==> config.mk <==
export PLATFORM = sky130hd
export DESIGN_NAME = hdlc_tx_framer
export DESIGN_NICKNAME = d
export VERILOG_FILES = /design/src/rtl/hdlc_tx_pkg.sv /design/src/rtl/hdlc_tx_crc.sv /design/src/rtl/hdlc_tx_buf.sv /design/src/rtl/hdlc_tx_framer.sv
export SDC_FILE = /design/constraint.sdc
export NUM_CORES = 2
export LEC_CHECK = 0
export ABC_CLOCK_PERIOD_IN_PS = 3120
export BUFFER_PORTS_ARGS = -buffer_cell sky130_fd_sc_hd__buf_2
export CAP_MARGIN = 30
export CORE_AREA = 10 10 422 424
export CTS_CLUSTER_SIZE = 8
export DETAILED_ROUTE_END_ITERATION = 10
export DIE_AREA = 0 0 432 434
export PLACE_DENSITY_LB_ADDON = 0.1
export SLEW_MARGIN = 40
export SYNTH_ARGS = -nofsm -noshare
export SYNTH_HDL_FRONTEND = slang
export SYNTH_SLANG_ARGS = --single-unit
==> constraint.sdc <==
create_clock -name clk -period 3.12 [get_ports clk]
set_input_delay 0.312 -clock clk [delete_from_list [all_inputs] [get_ports clk]]
set_output_delay 0.312 -clock clk [all_outputs]
set_load 0.01 [all_outputs]
==> src/rtl/hdlc_tx_pkg.sv <==
package hdlc_tx_pkg;
  localparam logic [7:0]  FLAG_BYTE  = 8'h7E;
  localparam logic [7:0]  IDLE_BYTE  = 8'hFF;
  localparam logic [15:0] CRC_POLY_R = 16'h8408;
  localparam logic [15:0] CRC_PRESET = 16'hFFFF;
  localparam int          STUFF_RUN  = 5;

  typedef enum logic [2:0] {
    SEG_FILL, SEG_OPEN, SEG_DATA, SEG_FCS_LO, SEG_FCS_HI, SEG_CLOSE, SEG_POST
  } seg_e;

  // Byte-wide CRC step, LSB first, reversed polynomial.
  function automatic logic [15:0] crc16_byte(input logic [15:0] c, input logic [7:0] d);
    logic [15:0] r;
    r = c;
    for (int i = 0; i < 8; i++) begin
      if (r[0] ^ d[i]) r = (r >> 1) ^ CRC_POLY_R;
      else             r = r >> 1;
    end
    return r;
  endfunction

  function automatic logic is_stuffable(input seg_e s);
    return (s == SEG_DATA) || (s == SEG_FCS_LO) || (s == SEG_FCS_HI);
  endfunction
endpackage

==> src/rtl/hdlc_tx_crc.sv <==
module hdlc_tx_crc
  import hdlc_tx_pkg::*;
(
  input  logic        clk,
  input  logic        rst_n,
  input  logic        init,
  input  logic        upd,
  input  logic [7:0]  din,
  output logic [15:0] crc
);
  always_ff @(posedge clk) begin
    if (!rst_n)    crc <= CRC_PRESET;
    else if (init) crc <= CRC_PRESET;
    else if (upd)  crc <= crc16_byte(crc, din);
  end

  // the running CRC only moves on a payload byte load
  a_r6_crc_hold: assert property (@(posedge clk) disable iff (!rst_n)
    (!init && !upd) |=> $stable(crc));
endmodule

==> src/rtl/hdlc_tx_buf.sv <==
module hdlc_tx_buf #(
  parameter int AW = 8
) (
  input  logic          clk,
  input  logic          rst_n,
  input  logic          wr_en,
  input  logic [AW-1:0] wr_addr,
  input  logic [7:0]    wr_data,
  input  logic          rd_rst,
  input  logic          rd_adv,
  input  logic          more,
  output logic [7:0]    rd_data,
  output logic          half_sts,
  output logic          half_irq
);
  localparam int DEPTH = 1 << AW;

  logic [7:0]    mem [DEPTH];
  logic [AW-1:0] ptr_q;
  logic          half_drained;

  always_ff @(posedge clk) begin
    if (wr_en) mem[wr_addr] <= wr_data;
  end

  assign rd_data      = mem[ptr_q];
  assign half_drained = rd_adv && (ptr_q[AW-2:0] == '1) && more;

  always_ff @(posedge clk) begin
    if (!rst_n) begin
      ptr_q    <= '0;
      half_sts <= 1'b1;
      half_irq <= 1'b0;
    end else begin
      half_irq <= half_drained;
      if (rd_rst)      ptr_q <= '0;
      else if (rd_adv) ptr_q <= ptr_q + 1'b1;
      if (half_drained) half_sts <= ptr_q[AW-1];
    end
  end

  // a drained half gives one pulse and names the half just emptied
  a_r8_half_report: assert property (@(posedge clk) disable iff (!rst_n)
    half_drained |=> (half_irq && (half_sts == $past(ptr_q[AW-1]))));
  a_r8_irq_single: assert property (@(posedge clk) disable iff (!rst_n)
    half_irq |=> !half_irq);
endmodule

==> src/rtl/hdlc_tx_framer.sv <==
module hdlc_tx_framer
  import hdlc_tx_pkg::*;
#(
  parameter int AW = 8,
  parameter int CW = 12,
  parameter int PW = 4
) (
  input  logic          clk,
  input  logic          rst_n,
  input  logic          buf_we,
  input  logic [AW-1:0] buf_addr,
  input  logic [7:0]    buf_wdata,
  input  logic          len_we,
  input  logic [CW-1:0] len_wdata,
  input  logic          go_set,
  input  logic          trig_in,
  input  logic          trig_mode,
  input  logic          flag_fill,
  input  logic [PW-1:0] pre_flags,
  input  logic [PW-1:0] post_flags,
  output logic          line_out,
  output logic          tx_enable,
  output logic          half_empty,
  output logic          half_irq,
  output logic          frame_done
);
  seg_e          seg_q, nseg;
  logic [7:0]    sh_q, nbyte, rd_data, fill_byte;
  logic [2:0]    bit_q, ones_q;
  logic          stuff_q, cur_bit, byte_end;
  logic [PW-1:0] fcnt_q, nfcnt;
  logic [CW-1:0] cnt_q, sent_q;
  logic [15:0]   crc;
  logic          start_evt, load_evt, fin_evt;
  // named internal events
  logic          start_go, data_go, fin_go, more;

  assign fill_byte = flag_fill ? FLAG_BYTE : IDLE_BYTE;
  assign cur_bit   = sh_q[bit_q];
  assign byte_end  = !stuff_q && (bit_q == 3'd7);
  assign start_go  = byte_end && start_evt;
  assign data_go   = byte_end && load_evt;
  assign fin_go    = byte_end && fin_evt;
  assign more      = (sent_q + CW'(1)) != cnt_q;

  hdlc_tx_buf #(.AW(AW)) u_buf (
    .clk(clk), .rst_n(rst_n),
    .wr_en(buf_we), .wr_addr(buf_addr), .wr_data(buf_wdata),
    .rd_rst(start_go), .rd_adv(data_go), .more(more),
    .rd_data(rd_data), .half_sts(half_empty), .half_irq(half_irq)
  );

  hdlc_tx_crc u_crc (
    .clk(clk), .rst_n(rst_n), .init(start_go), .upd(data_go),
    .din(rd_data), .crc(crc)
  );

  // Choice of the byte that follows the one now on the line
  always_comb begin
    nseg      = seg_q;
    nbyte     = fill_byte;
    nfcnt     = fcnt_q;
    start_evt = 1'b0;
    load_evt  = 1'b0;
    fin_evt   = 1'b0;
    unique case (seg_q)
      SEG_FILL: begin
        if (tx_enable && (cnt_q != '0)) begin
          start_evt = 1'b1;
          nseg      = SEG_OPEN;
          nbyte     = FLAG_BYTE;
          nfcnt     = pre_flags;
        end
      end
      SEG_OPEN: begin
        if (fcnt_q != '0) begin
          nbyte = FLAG_BYTE;
          nfcnt = fcnt_q - PW'(1);
        end else begin
          nseg     = SEG_DATA;
          nbyte    = rd_data;
          load_evt = 1'b1;
        end
      end
      SEG_DATA: begin
        if (sent_q == cnt_q) begin
          nseg  = SEG_FCS_LO;
          nbyte = ~crc[7:0];
        end else begin
          nbyte    = rd_data;
          load_evt = 1'b1;
        end
      end
      SEG_FCS_LO: begin
        nseg  = SEG_FCS_HI;
        nbyte = ~crc[15:8];
      end
      SEG_FCS_HI: begin
        nseg  = SEG_CLOSE;
        nbyte = FLAG_BYTE;
      end
      SEG_CLOSE: begin
        if (post_flags != '0) begin
          nseg  = SEG_POST;
          nbyte = FLAG_BYTE;
          nfcnt = post_flags - PW'(1);
        end else begin
          nseg    = SEG_FILL;
          fin_evt = 1'b1;
        end
      end
      SEG_POST: begin
        if (fcnt_q != '0) begin
          nbyte = FLAG_BYTE;
          nfcnt = fcnt_q - PW'(1);
        end else begin
          nseg    = SEG_FILL;
          fin_evt = 1'b1;
        end
      end
      default: nseg = SEG_FILL;
    endcase
  end

  // Serializer with zero insertion
  always_ff @(posedge clk) begin
    if (!rst_n) begin
      seg_q    <= SEG_FILL;
      sh_q     <= IDLE_BYTE;
      bit_q    <= '0;
      ones_q   <= '0;
      stuff_q  <= 1'b0;
      fcnt_q   <= '0;
      line_out <= 1'b1;
    end else if (stuff_q) begin
      line_out <= 1'b0;
      stuff_q  <= 1'b0;
      ones_q   <= '0;
    end else begin
      line_out <= cur_bit;
      if (is_stuffable(seg_q) && cur_bit) begin
        if (ones_q == 3'(STUFF_RUN - 1)) begin
          stuff_q <= 1'b1;
          ones_q  <= '0;
        end else begin
          ones_q <= ones_q + 3'd1;
        end
      end else begin
        ones_q <= '0;
      end
      bit_q <= bit_q + 3'd1;
      if (bit_q == 3'd7) begin
        seg_q  <= nseg;
        sh_q   <= nbyte;
        fcnt_q <= nfcnt;
      end
    end
  end

  // Control registers and counters
  always_ff @(posedge clk) begin
    if (!rst_n) begin
      cnt_q      <= '0;
      sent_q     <= '0;
      tx_enable  <= 1'b0;
      frame_done <= 1'b0;
    end else begin
      if (len_we) cnt_q <= len_wdata;
      if (start_go)     sent_q <= '0;
      else if (data_go) sent_q <= sent_q + CW'(1);
      if (go_set || (trig_mode && trig_in)) tx_enable <= 1'b1;
      else if (fin_go)                      tx_enable <= 1'b0;
      if (fin_go)        frame_done <= 1'b1;
      else if (start_go) frame_done <= 1'b0;
    end
  end

  // fill bytes are only ones or flags
  a_r1_fill_pattern: assert property (@(posedge clk) disable iff (!rst_n)
    (seg_q == SEG_FILL) |-> ((sh_q == IDLE_BYTE) || (sh_q == FLAG_BYTE)));
  // no start without enable and a non-zero length
  a_r2_hold_fill: assert property (@(posedge clk) disable iff (!rst_n)
    ((seg_q == SEG_FILL) && (!tx_enable || (cnt_q == '0))) |=> (seg_q == SEG_FILL));
  // trigger ignored when trigger mode is off
  a_r3_trig_ignored: assert property (@(posedge clk) disable iff (!rst_n)
    (!tx_enable && !go_set && !trig_mode) |=> !tx_enable);
  // the closing flag follows the check sequence
  a_r4_close_after_fcs: assert property (@(posedge clk) disable iff (!rst_n)
    ((seg_q == SEG_FCS_HI) && byte_end) |=> (seg_q == SEG_CLOSE));
  // an inserted bit is a zero on the line
  a_r5_stuff_zero: assert property (@(posedge clk) disable iff (!rst_n)
    stuff_q |=> !line_out);
  // no insertion inside flags or fill
  a_r5_no_stuff_flags: assert property (@(posedge clk) disable iff (!rst_n)
    (!is_stuffable(seg_q) && (bit_q != 3'd0)) |-> !stuff_q);
  // end of frame drops the enable and sets done
  a_r10_end_clears: assert property (@(posedge clk) disable iff (!rst_n)
    (fin_go && !go_set && !(trig_mode && trig_in)) |=> (!tx_enable && frame_done));
endmodule

==> impl_metrics.ini <==
[drt]
initialDrtViolationCount = 6023
drt-pass1-iter-count = 6
drt_wl_total_mm = 248
drc = 0
via_per_inst = 6.24
route.vias.total = 47454
ant_nets = 0
wl_per_cell_um = 32.6

[placed_design]
dp_hpwl_mm = 159
port_buffers = 48
pre_cts_ws_ps = -1350
place_congestion = 0.939

[synth]
syn_area_per_cell_sq_um = 19.8
yosysSeqAreaShare = 0.751
synth_top_family_by_area = multiplexers
synthesis.area_sq_um = 84100
syn-num-nets = 4292
synth_top_flop_cell = edfxtp_1
yosys-top-cells-area = edfxtp_1 (73%), mux4_2 (14%), mux2i_1 (2.1%)
synth_edf_count = 2048
synth_simple_gate_area_frac = 0.0410
synth_compound_area_frac = 0.0232
yosysTopAreaCell = edfxtp_1
synth.top_cell.area_share = 0.731
async_flop_share = 0
ys_warn_count = 0
synth_cell_types = 74
synth_xor_area_frac = 0.00617
synthMuxAreaShare = 0.162
netlist_instances = 4241
synthAdderAreaFrac = 0.00104
ys_ff_latch = 2131

[grt]
antenna_found_initial = 10
grt-ovfl-total = 0
grt_max_degree = 111
grt_pass1_wl_mm = 347
gr-usage-all-layers = 0.259
grt_pass1_vias = 46474

[sta]
finalClockSkew_ps = 58.5
maxSlewViolCount = 0
fin_ws_ps = -722
period_needed_ps = 3840
finalSetupViolCount = 24
rsz0062_at_grt = true
hold_viol_final = 0
slew_headroom = 0.432
fin_setup_tns_ps = -13060
period_share = 1.23
worstMarginPinSlew_ps = 851
fmax_mhz = 260

[die]
coreArea_sq_um = 169000
die_h_um = 434
dieArea_sq_um = 187000
die_w_um = 432
pin_count = 49
start_util = 0.498
std_cell_rows = 151

[hold_path]
min_path_type = input pin to register
min_from = post_flags[1]

[power]
peakVddDrop_mv = 0.649
p_per_area_nw_per_um2 = 593
leakage_uw = 0.0344

[critical_path]
crit_type = register to register
arrival_ps = 4630
critPathMaxFanout = 6
worstPathRequired_ps = 3910
start_kind = register
worst_setup_path_end_kind = register

[run_status]
violations = negative setup slack
outcome = finished with violations

[clock_tree]
cts_made_buffers = 316
clk_latency_ps = 920
path_clk_slew_ps = 50
cts.sinks = 2131
cts-root-buf = clkbuf_16
h-tree-depth = 5
clock_path_buffers = 4
cts_tree = built

[cells_and_area]
layout.nets = 5393
final_cell_mix = edfxtp_1 (2048), buf_4 (782), mux4_2 (517)
synthToLayoutAreaGrowth_pct = 24.1
layout_commonest_cell = edfxtp_1
final_layout_size_suffix_gt1_frac = 0.370

[job]
drv_cap = 0
flip-flops by register name, summed over array words and instances, names as in the netlist, 3 cells and up, named ones only:
register     flops
bit_q            3
sh_q             8
ones_q           3
u_buf.ptr_q      8
fcnt_q           4
u_crc.crc       16
sent_q          12
seg_q            3
u_buf.mem     2048
cnt_q           12
cells in the mapped netlist (all sizes together), types with 49 or more instances:
master	number
mux2i	180
nor2	360
clkbuf	107
buf	142
nand3	58
nand2	192
o21ai	49
mux4	517
edfxtp	2048
dfxtp	83
a21oi	59
cell families (layout without fill, tap and decap cells):
family / after synthesis / after routing
AND/OR/NAND/NOR: 783 / 783
other: 0 / 2
buffers and inverters: 266 / 1413
adder cells (fa/ha/maj): 7 / 7
flip-flops: 2131 / 2131
AO/OA/AOI/OAI: 288 / 288
multiplexers: 710 / 710
XOR/XNOR: 56 / 56
layout make-up:
| class | count | area, sq um |
|---|---|---|
| fill | 11826 | 64700 |
| clock buffer | 358 | 8210 |
| antenna | 2 | 5.00 |
| timing repair buffer | 1032 | 9550 |
| clock inverter | 6 | 47.5 |
| inverter | 17 | 66.3 |
| tap | 2218 | 2780 |
| multi-input combinational | 1844 | 20600 |
| sequential | 2131 | 63200 |
where the power goes:
part | internal (uW) | switching, uW
registers | 31500 | 30.0
logic | 238 | 724
clock network | 18200 | 11300
total | 49900 | 12000
routing by layer:
layer / global-route usage / vias to the layer above / part of all wire / routed length, um
li1: - / 19482 / - / -
met1: 0.380 / 25123 / 0.42 / 103000
met2: 0.395 / 2405 / 0.46 / 115000
met3: 0.0483 / 442 / 0.087 / 21500
met4: 0.0845 / 2 / 0.033 / 8130
met5: 0 / - / 0.000081 / 20
worst max-delay path, stage by stage, from the launching register on:
cell and delay, ps:
dfxtp_4 390, buf_12 170, buf_4 160, buf_16 130, buf_6 120, buf_4 120
mux4_2 490, nand2_1 90, a21oi_1 90, a311oi_2 560, and3_4 350, nor2b_4 80
buf_6 130, nand4_1 160, nand3_2 170, a2111oi_4 410, nor3_2 70
repair_timing:
item / CTS / global route
hold buffers: 42 / 3
gates resized for setup: 112 / 154
cloned: 5 / 13
pin swaps: 23 / 68
setup buffers: 27 / 97
endpoints found under the hold margin: 79 / 96
setup endpoints to repair: 25 / 25
metrics by stage:
stage	total power, uW	std cells	area (sq um)	util	hold WS, ps
after floorplan	32200	4241	84400	-	411
after CTS	62300	7498	103000	0.606	26.5
final	61900	7608	104000	0.618	95.8
after global placement	32900	7064	92900	0.549	460
after detailed placement	32900	7064	92900	0.549	475
after global routing	63600	7607	104000	0.618	111
worst paths after layout:
check | to | slack, ps | cells after the start
worst min-delay path | fcnt_q[1] | 100 | 5
worst max-delay path | u_crc.crc[10] | -720 | 16
worst min register to register | fcnt_q[1] | 480 | 2
worst max register to register | u_crc.crc[10] | -720 | 16
Note: power is estimated with default switching activity, not from simulation.
